[config.mk]
export PLATFORM = sky130hd
export DESIGN_NAME = phy_mgmt_master
export DESIGN_NICKNAME = d
export VERILOG_FILES = /design/src/rtl/mdio_pkg.sv /design/src/rtl/mdc_divider.sv /design/src/rtl/mdio_frame_seq.sv /design/src/rtl/mdio_regs.sv /design/src/rtl/phy_mgmt_master.sv
export SDC_FILE = /design/constraint.sdc
export NUM_CORES = 1
export LEC_CHECK = 0
export BUFFER_PORTS_ARGS = -buffer_cell sky130_fd_sc_hd__buf_2
export CAP_MARGIN = 0
export CORE_UTILIZATION = 30
export CTS_CLUSTER_SIZE = 40
export DETAILED_ROUTE_END_ITERATION = 7
export PLACE_DENSITY_LB_ADDON = 0.1
export SYNTH_ARGS = -nofsm -noshare
export SYNTH_HDL_FRONTEND = slang
export SYNTH_SLANG_ARGS = --single-unit
[constraint.sdc]
create_clock -name clk -period 4.8 [get_ports clk]
set_input_delay 0.96 -clock clk [delete_from_list [all_inputs] [get_ports clk]]
set_output_delay 0.96 -clock clk [all_outputs]
set_load 0.01 [all_outputs]
[src/rtl/mdio_pkg.sv]
package mdio_pkg;
  localparam int CMD_GO_BIT   = 20;
  localparam int CMD_RD_BIT   = 17;
  localparam int CMD_WR_BIT   = 16;
  localparam int PHY_LSB      = 8;
  localparam int REG_LSB      = 0;
  localparam int ADDR_W       = 5;
  localparam int FRAME_BITS   = 64;
  localparam int TA_FIRST     = 46;
  localparam int TA_LAST      = 47;
  localparam int DATA_FIRST   = 48;
  localparam int IDX_W        = $clog2(FRAME_BITS);

  typedef struct packed {
    logic              is_read;
    logic [ADDR_W-1:0] phy;
    logic [ADDR_W-1:0] regad;
  } mdio_req_t;
endpackage

[src/rtl/mdc_divider.sv]
module mdc_divider #(
  parameter int DIV_HALF = 40
) (
  input  logic clk,
  input  logic rst_n,
  input  logic en,
  output logic mdc,
  output logic rise,
  output logic fall
);
  localparam int CW = (DIV_HALF < 2) ? 1 : $clog2(DIV_HALF);

  logic [CW-1:0] cnt_q, cnt_d;
  logic          mdc_q, mdc_d;
  logic          tick;

  always_comb begin
    tick  = en && (cnt_q == CW'(DIV_HALF - 1));
    cnt_d = '0;
    mdc_d = 1'b0;
    if (en) begin
      cnt_d = tick ? '0 : cnt_q + 1'b1;
      mdc_d = tick ? ~mdc_q : mdc_q;
    end
  end

  always_ff @(posedge clk or negedge rst_n) begin
    if (!rst_n) begin
      cnt_q <= '0;
      mdc_q <= 1'b0;
    end else begin
      cnt_q <= cnt_d;
      mdc_q <= mdc_d;
    end
  end

  assign mdc  = mdc_q;
  assign rise = tick & ~mdc_q;
  assign fall = tick & mdc_q;
endmodule

[src/rtl/mdio_frame_seq.sv]
module mdio_frame_seq
  import mdio_pkg::*;
(
  input  logic        clk,
  input  logic        rst_n,
  input  logic        start,
  input  mdio_req_t   req,
  input  logic [15:0] wdata,
  input  logic        rise,
  input  logic        fall,
  input  logic        mdio_i,
  output logic        busy,
  output logic        mdio_o,
  output logic        mdio_oe,
  output logic        done,
  output logic        done_read,
  output logic        rd_ok,
  output logic [15:0] rd_data
);
  logic                  busy_q, busy_d;
  logic [IDX_W-1:0]      idx_q, idx_d;
  logic [FRAME_BITS-1:0] sh_q, sh_d;
  logic                  rd_q, rd_d;
  logic                  ta_ok_q, ta_ok_d;
  logic [15:0]           cap_q, cap_d;
  logic                  last_bit;

  assign last_bit = (idx_q == IDX_W'(FRAME_BITS - 1));

  always_comb begin
    busy_d  = busy_q;
    idx_d   = idx_q;
    sh_d    = sh_q;
    rd_d    = rd_q;
    ta_ok_d = ta_ok_q;
    cap_d   = cap_q;
    if (!busy_q) begin
      if (start) begin
        busy_d  = 1'b1;
        idx_d   = '0;
        rd_d    = req.is_read;
        ta_ok_d = 1'b0;
        cap_d   = '0;
        sh_d    = {32'hFFFF_FFFF, 2'b01,
                   (req.is_read ? 2'b10 : 2'b01),
                   req.phy, req.regad,
                   (req.is_read ? 2'b11 : 2'b10),
                   (req.is_read ? 16'hFFFF : wdata)};
      end
    end else begin
      if (rise && rd_q) begin
        if (idx_q == IDX_W'(TA_LAST))
          ta_ok_d = ~mdio_i;
        if (idx_q >= IDX_W'(DATA_FIRST))
          cap_d = {cap_q[14:0], mdio_i};
      end
      if (fall) begin
        sh_d  = {sh_q[FRAME_BITS-2:0], 1'b1};
        idx_d = idx_q + 1'b1;
        if (last_bit)
          busy_d = 1'b0;
      end
    end
  end

  always_ff @(posedge clk or negedge rst_n) begin
    if (!rst_n) begin
      busy_q  <= 1'b0;
      idx_q   <= '0;
      sh_q    <= '1;
      rd_q    <= 1'b0;
      ta_ok_q <= 1'b0;
      cap_q   <= '0;
    end else begin
      busy_q  <= busy_d;
      idx_q   <= idx_d;
      sh_q    <= sh_d;
      rd_q    <= rd_d;
      ta_ok_q <= ta_ok_d;
      cap_q   <= cap_d;
    end
  end

  assign busy      = busy_q;
  assign mdio_o    = busy_q ? sh_q[FRAME_BITS-1] : 1'b1;
  assign mdio_oe   = busy_q && !(rd_q && (idx_q >= IDX_W'(TA_FIRST)));
  assign done      = busy_q && fall && last_bit;
  assign done_read = rd_q;
  assign rd_ok     = ta_ok_q;
  assign rd_data   = cap_q;
endmodule

[src/rtl/mdio_regs.sv]
module mdio_regs
  import mdio_pkg::*;
(
  input  logic        clk,
  input  logic        rst_n,
  input  logic        wr_en,
  input  logic        wr_sel,
  input  logic [31:0] wr_data,
  input  logic        busy,
  input  logic        done,
  input  logic        done_read,
  input  logic        rd_ok,
  input  logic [15:0] rd_data,
  output logic        start,
  output mdio_req_t   req,
  output logic [15:0] wdata,
  output logic [31:0] cmd_rd,
  output logic [31:0] data_rd,
  output logic        status_rd
);
  logic              op_rd_q, op_rd_d;
  logic              op_wr_q, op_wr_d;
  logic [ADDR_W-1:0] phy_q, phy_d;
  logic [ADDR_W-1:0] reg_q, reg_d;
  logic [31:0]       data_q, data_d;
  logic              bad_q, bad_d;
  logic              cmd_take, data_take;

  always_comb begin
    cmd_take  = wr_en && !wr_sel && !busy;
    data_take = wr_en &&  wr_sel && !busy;
    start     = cmd_take && wr_data[CMD_GO_BIT] &&
                (wr_data[CMD_RD_BIT] ^ wr_data[CMD_WR_BIT]);

    op_rd_d = op_rd_q;
    op_wr_d = op_wr_q;
    phy_d   = phy_q;
    reg_d   = reg_q;
    if (cmd_take) begin
      op_rd_d = wr_data[CMD_RD_BIT];
      op_wr_d = wr_data[CMD_WR_BIT];
      phy_d   = wr_data[PHY_LSB +: ADDR_W];
      reg_d   = wr_data[REG_LSB +: ADDR_W];
    end

    data_d = data_q;
    bad_d  = bad_q;
    if (done && done_read) begin
      data_d[31:16] = rd_data;
      bad_d         = ~rd_ok;
    end else if (data_take) begin
      data_d = wr_data;
    end
  end

  always_ff @(posedge clk or negedge rst_n) begin
    if (!rst_n) begin
      op_rd_q <= 1'b0;
      op_wr_q <= 1'b0;
      phy_q   <= '0;
      reg_q   <= '0;
      data_q  <= '0;
      bad_q   <= 1'b0;
    end else begin
      op_rd_q <= op_rd_d;
      op_wr_q <= op_wr_d;
      phy_q   <= phy_d;
      reg_q   <= reg_d;
      data_q  <= data_d;
      bad_q   <= bad_d;
    end
  end

  always_comb begin
    cmd_rd                        = '0;
    cmd_rd[CMD_GO_BIT]            = busy;
    cmd_rd[CMD_RD_BIT]            = op_rd_q;
    cmd_rd[CMD_WR_BIT]            = op_wr_q;
    cmd_rd[PHY_LSB +: ADDR_W]     = phy_q;
    cmd_rd[REG_LSB +: ADDR_W]     = reg_q;
  end

  assign req       = '{is_read: wr_data[CMD_RD_BIT],
                       phy:     wr_data[PHY_LSB +: ADDR_W],
                       regad:   wr_data[REG_LSB +: ADDR_W]};
  assign wdata     = data_q[15:0];
  assign data_rd   = data_q;
  assign status_rd = bad_q;
endmodule

[src/rtl/phy_mgmt_master.sv]
module phy_mgmt_master
  import mdio_pkg::*;
#(
  parameter int DIV_HALF = 40
) (
  input  logic        clk,
  input  logic        rst_n,
  input  logic        wr_en,
  input  logic        wr_sel,
  input  logic [31:0] wr_data,
  output logic [31:0] cmd_rd,
  output logic [31:0] data_rd,
  output logic        status_rd,
  output logic        mdc,
  output logic        mdio_o,
  output logic        mdio_oe,
  input  logic        mdio_i
);
  logic        rst_meta_q, rst_sync_q;
  logic        busy, start, done, done_read, rd_ok, rise, fall;
  mdio_req_t   req;
  logic [15:0] wdata, rd_data;

  always_ff @(posedge clk or negedge rst_n) begin
    if (!rst_n) begin
      rst_meta_q <= 1'b0;
      rst_sync_q <= 1'b0;
    end else begin
      rst_meta_q <= 1'b1;
      rst_sync_q <= rst_meta_q;
    end
  end

  mdc_divider #(.DIV_HALF(DIV_HALF)) i_div (
    .clk   (clk),
    .rst_n (rst_sync_q),
    .en    (busy),
    .mdc   (mdc),
    .rise  (rise),
    .fall  (fall)
  );

  mdio_frame_seq i_seq (
    .clk       (clk),
    .rst_n     (rst_sync_q),
    .start     (start),
    .req       (req),
    .wdata     (wdata),
    .rise      (rise),
    .fall      (fall),
    .mdio_i    (mdio_i),
    .busy      (busy),
    .mdio_o    (mdio_o),
    .mdio_oe   (mdio_oe),
    .done      (done),
    .done_read (done_read),
    .rd_ok     (rd_ok),
    .rd_data   (rd_data)
  );

  mdio_regs i_regs (
    .clk       (clk),
    .rst_n     (rst_sync_q),
    .wr_en     (wr_en),
    .wr_sel    (wr_sel),
    .wr_data   (wr_data),
    .busy      (busy),
    .done      (done),
    .done_read (done_read),
    .rd_ok     (rd_ok),
    .rd_data   (rd_data),
    .start     (start),
    .req       (req),
    .wdata     (wdata),
    .cmd_rd    (cmd_rd),
    .data_rd   (data_rd),
    .status_rd (status_rd)
  );
endmodule

==> results.py, run 1 <==
metrics = {
    "critical_path": {
        "critical_path.max_fanout": 17,
        "rr_endpoint": "i_seq.sh_q[14]",
        "crit_path_start_kind": "primary input",
        "crit_path_end_kind": "register",
        "cp-endpoint": "i_seq.sh_q[14]",
        "rrSetupSlack_ns": 2.19,
        "reg2reg_from": "i_seq.busy",
        "cpMaxStageDelayCell": "nor3b_4",
        "cp_num_buf_inv": 2,
        "critPathMaxStageDelay_ns": 0.74,
        "reg2regPathDepth": 5,
        "cp_top_family": "simple AND/OR/NAND/NOR gates",
        "crit_arrival_ns": 3.19,
        "critPathLaunch": "wr_sel",
        "critical_path_depth": 6,
        "required_ns": 5.14,
        "crit_chain": "buf_2, nor3b_4, and3_1, buf_4, o22ai_1, a21oi_1",
        "crit_type": "in -> reg",
    },
    "status": {
        "status": "finished, final reports clean",
    },
    "sta": {
        "rsz0062_at_grt": "false",
        "layout_min_cycle_time_ns": 2.85,
        "hold_viol": 0,
        "clock_skew_ns": 0.0109,
        "fmax_mhz": 351,
        "tightest_slew_ns": 0.990,
        "finalSetupViolations": 0,
        "finalCritPeriodShare_pct": 59.3,
        "fin_setup_tns_ns": 0,
        "relSlewSlack_pct": 33.8,
        "slew_violations": 0,
    },
    "cells_and_area": {
        "drive_gt1_share_pct": 32.6,
        "syn_to_final_growth_pct": 17.7,
        "nFillCells": 2044,
        "finalNetCount": 674,
        "diodes": 0,
    },
    "floorplanning": {
        "io_pins": 105,
        "start_util_pct": 31.0,
        "core_sq_um": 20400,
        "placementRows": 52,
        "die_y_um": 147,
        "die-area_sq_um": 21700,
        "die_w_um": 147,
    },
    "placed_design": {
        "dp_hpwl_mm": 9.09,
        "io_buffer_count": 85,
        "gp_congestion": 0.724,
    },
    "routing": {
        "wl_per_cell_um": 15.8,
        "routed_wl_mm": 14.5,
        "ant_nets": 0,
        "post_drt_via_cell_ratio": 4.87,
        "vias": 4463,
        "drtIter0Drc": 229,
        "drcViolationCount": 0,
        "dr.pass1.iters": 4,
    },
    "global_route": {
        "antenna_found_initial": 0,
        "gr-total-overflow": 0,
        "grt_pass1_vias": 4422,
        "grt_max_degree": 66,
        "grt_pass1_wl_mm": 23.9,
        "track_usage_pct": 14.1,
    },
    "power": {
        "peakVddDrop_v": 0.000293,
        "power.total_mw": 4.09,
        "p_leak_nw": 3.31,
        "power_density_nw_per_um2": 549,
    },
    "yosys": {
        "synth_cell_types": 52,
        "synth_top_cell_area_share_pct": 31.2,
        "async_flop_share_pct": 100,
        "synth_flop_cell": "dfrtp_1",
        "ys_ff_latch": 143,
        "synthTopCellsByArea": "dfrtp_1 31%, dfstp_2 27%, o22a_1 4.7%, nand2_1 4.4%, buf_4 3.1%",
        "netlist_instances": 564,
        "syn_avg_cell_area_sq_um": 11.2,
        "synth_seq_area_share_pct": 57.8,
        "synth_edf_count": 0,
        "synth_area_sq_um": 6330,
        "synthTopCellsByCount": "79 x dfrtp_1, 74 x nand2_1, 64 x dfstp_2, 34 x nor2_1, 34 x o22a_1",
        "yosysTopAreaCell": "dfrtp_1",
        "synth_warnings": 0,
        "yosysMostFrequentCell": "dfrtp_1",
    },
    "clocking": {
        "tritoncts": "built",
        "clockRootBuffer": "clkbuf_16",
        "clockBufferDepth": 2,
        "clk_pin_slew_ns": 0.06,
        "hold_buffers": 0,
        "cts_resized": 0,
        "h-tree-depth": 4,
        "cts_sinks": 143,
        "clk_latency_ns": 0.42,
        "cts_setup_buffers": 0,
        "numCtsBuffers": 17,
    },
    "hold_path": {
        "hp-class": "in -> async",
    },
    "run": {
        "cap_violations": 0,
    },
}
[cells by family after synthesis]
| group | share of synthesized area [%] |
|---|---|
| AOI/OAI and AO/OA | 14.0 |
| xor gates and xnor gates | 0.692 |
| adders and majority gates | 0.593 |
| buffers and inverters | 7.04 |
| DFF | 57.8 |
| muxes | 4.82 |
| other | 0.119 |
| and+or+nand+nor | 15.0 |
[layout by cell type, fill, tap and decap left out, types with 12 or more instances in the layout]
cell	synthesis	layout
dfrtp_1	79	78
nand2_1	74	74
conb_1	2	20
inv_1	22	22
a21oi_1	19	19
buf_2	14	85
clkbuf_16	0	18
a221o_1	16	16
dfstp_2	64	64
nor2_1	34	34
mux2_2	12	12
nand3_1	24	24
and2_1	17	17
o22ai_1	25	25
mux2i_1	17	17
o22a_1	34	34
[routing by layer]
layer	share of wire [%]	GRT usage (%)	vias up
met5	0	0	-
met4	0.89	3.76	0
met3	4.8	3.94	9
met2	46	21.4	119
met1	49	19.6	2260
li1	-	-	2075
[registers in the layout, indices dropped and copies added (netlist names), 5 cells and up]
name,cells
i_div.cnt_q,6
i_seq.sh_q,64
i_regs.phy_q,5
i_regs.data_rd,32
i_seq.idx_q,6
i_seq.rd_data,16
i_regs.reg_q,5
[metrics by stage]
step	setup slack [ns]	hold slack, ns	cell area [sq um]	instances	utilization [%]
floorplan	0.633	0.331	6400	582	-
CTS	1.94	0.293	7450	917	36.5
detailed placement	1.49	0.336	6860	885	33.6
global route	1.76	0.294	7450	917	36.5
global placement	1.57	0.345	6860	885	33.6
finish	1.95	0.315	7450	917	36.5
[final cells by class]
cell class                 count  area (sq um)  area share [%]
inverter                      22          82.6            1.11
clock buffer                  20           458            6.15
tap                          270           338            4.53
multi-input combinational    357          2290            30.8
clock inverter                12           131            1.76
timing repair buffer          93           485            6.51
sequential                   143          3660            49.1
[report_power, final]
group | internal (mW) | leakage, nW | switching (mW)
Sequential | 1.65 | 1.64 | 0.272
Clock | 0.800 | 0.296 | 0.520
Combinational | 0.403 | 1.38 | 0.441
[worst min-delay path by stage]
stage | startpoint | end | slack (ns) | depth (start not counted)
2_1_floorplan | rst_meta_q | rst_sync_q | 0.33 | 0
3_3_place_gp | rst_meta_q | rst_sync_q | 0.34 | 0
3_5_place_dp | rst_meta_q | rst_sync_q | 0.34 | 0
4_1_cts | rst_n | rst_sync_q | 0.29 | 1
5_1_grt | rst_n | rst_meta_q | 0.29 | 1
6_report | rst_n | rst_sync_q | 0.31 | 1
(Power assumes the default switching activity.)
==> inputs of run 2 (changes only) <==
==> constraint.sdc (replaced) <==
create_clock -name clk -period 2.7 [get_ports clk]
set_input_delay 0.54 -clock clk [delete_from_list [all_inputs] [get_ports clk]]
set_output_delay 0.54 -clock clk [all_outputs]
set_load 0.01 [all_outputs]
==> run 2 against run 1 <==
Compared with the run above:
- flip-flop and latch count unchanged
- cell area up 1.9%
- highest routed layer unchanged
- critical path type is now reg -> out
- worst hold slack worse by 0.0032 ns
- clock skew down 0.0042 ns
==> results.py, run 2 (same netlist as run 1, synthesis figures left out) <==
metrics = {
    "power": {
        "p_sw_mw": 2.15,
        "swShare_pct": 29.1,
        "internal-power_mw": 5.22,
        "power_density_nw_per_um2": 971,
        "pwr-share-comb_pct": 20.6,
        "p_leak_nw": 3.38,
        "power.share.clock_pct": 33.1,
        "peakVddDrop_v": 0.000423,
        "pwr-share-seq_pct": 46.4,
    },
    "placed_design": {
        "dp.cells": 893,
        "io_buffer_count": 85,
        "dp_hpwl_mm": 9.36,
        "dp_worst_setup_slack_ns": 0.534,
        "gp_congestion": 0.711,
    },
    "sta": {
        "relSlewSlack_pct": 51.9,
        "fin_setup_tns_ns": 0,
        "finalSetupViolations": 0,
        "fmax_mhz": 440,
        "clock_skew_ns": 0.00673,
        "finalCritPeriodShare_pct": 84.3,
        "hold_viol": 0,
        "rsz0062_at_grt": "false",
        "slew_violations": 0,
        "tightest_slew_ns": 0.722,
        "layout_min_cycle_time_ns": 2.28,
        "fin_ws_ns": 0.425,
    },
    "cells_and_area": {
        "finalNonFillerCells": 926,
        "diodes": 0,
        "syn_to_final_growth_pct": 19.9,
        "layout_commonest_cell": "buf_2",
        "finalNetCount": 683,
        "regMostFlops": "i_seq.sh_q",
        "drive_gt1_share_pct": 33.1,
        "final_cell_mix": "85 x buf_2, 78 x dfrtp_1, 74 x nand2_1",
        "largest_reg_flops": 64,
    },
    "floorplanning": {
        "die_w_um": 147,
        "die_y_um": 147,
        "core_sq_um": 20400,
        "io_pins": 105,
        "placementRows": 52,
        "start_util_pct": 31.0,
        "die-area_sq_um": 21700,
    },
    "clocking": {
        "clk_pin_slew_ns": 0.06,
        "clockBufferDepth": 2,
        "clk_latency_ns": 0.42,
        "cts_resized": 0,
        "h-tree-depth": 4,
        "numCtsBuffers": 17,
        "cts_sinks": 143,
        "clockRootBuffer": "clkbuf_16",
        "tritoncts": "built",
    },
    "routing": {
        "post_drt_via_cell_ratio": 4.81,
        "dr.pass1.iters": 4,
        "wl_per_cell_um": 15.6,
        "drcViolationCount": 0,
        "vias": 4457,
        "drtIter0Drc": 238,
        "ant_nets": 0,
        "routed_wl_mm": 14.4,
    },
    "status": {
        "status": "finished, final reports clean",
    },
    "global_route": {
        "grt_pass1_wl_mm": 23.7,
        "grt_max_degree": 61,
        "track_usage_pct": 13.9,
        "gr-total-overflow": 0,
        "grt_pass1_vias": 4390,
        "antenna_found_initial": 0,
    },
    "critical_path": {
        "crit_path_start_kind": "register",
        "critical_path.max_fanout": 21,
        "crit_path_end_kind": "primary output",
        "crit_type": "reg -> out",
        "required_ns": 2.16,
        "crit_arrival_ns": 1.74,
    },
    "run": {
        "cap_violations": 0,
    },
    "hold_path": {
        "hp-class": "in -> reg",
    },
}
## run 2: final cells by class
type                    count  area, sq um
repair buffers            102          593
inverters                  22         82.6
fillers                  2083        12800
clock inverters             6         90.1
clock buffers              26          532
well taps                 270          338
flip-flops and latches    143         3660
multi-input cells         357         2290
## run 2: power groups by stage
stage / clock [mW] / sequential (mW) / combinational (mW)
2_1_floorplan: 0 / 3.47 / 0.918
3_3_place_gp: 0 / 3.43 / 1.51
3_5_place_dp: 0 / 3.45 / 1.54
4_1_cts: 2.51 / 3.42 / 1.55
5_1_grt: 2.61 / 3.51 / 1.70
6_report: 2.44 / 3.42 / 1.51
## run 2: per-stage QoR
step	power [mW]	hold slack [ns]	utilization, %	area (sq um)
after floorplan	4.39	0.244	-	6400
after global placement	4.94	0.327	34.1	6960
after detailed placement	4.99	0.327	34.1	6960
after CTS	7.48	0.293	37.2	7590
after global routing	7.82	0.297	37.2	7590
final	7.37	0.312	37.2	7590
## run 2: worst paths after layout
path / cells past startpoint / from / endpoint / slack (ns)
min reg2reg: 0 / rst_meta_q / rst_sync_q / 0.35
max: 3 / i_seq.busy / mdio_oe / 0.42
min in group asynchronous: 0 / rst_sync_q / i_regs.reg_q[1] / 0.39
max in group asynchronous: 1 / rst_sync_q / i_seq.sh_q[63] / 1.53
max reg2reg: 6 / i_div.cnt_q[0] / i_seq.sh_q[46] / 0.54
min: 3 / wr_data[6] / i_regs.data_rd[6] / 0.31
## run 2: what timing repair did
item	in CTS	in global routing
hold buffers	1	0
setup buffers	0	0
hold endpoints to repair	2	0
## run 2: routing by layer
metal	wire, um	share of wire [%]	track usage (%)	vias to the layer above
li1	-	-	-	2108
met1	7170	50	19.7	2219
met2	6410	44	20.6	116
met3	677	4.7	3.54	14
met4	192	1.3	4.64	0
met5	0	0	0	-
## run 2: critical path, stage by stage (launching register included)
cell and delay (ns):
dfrtp_1 0.61, buf_4 0.36, and2_1 0.19, buf_2 0.14
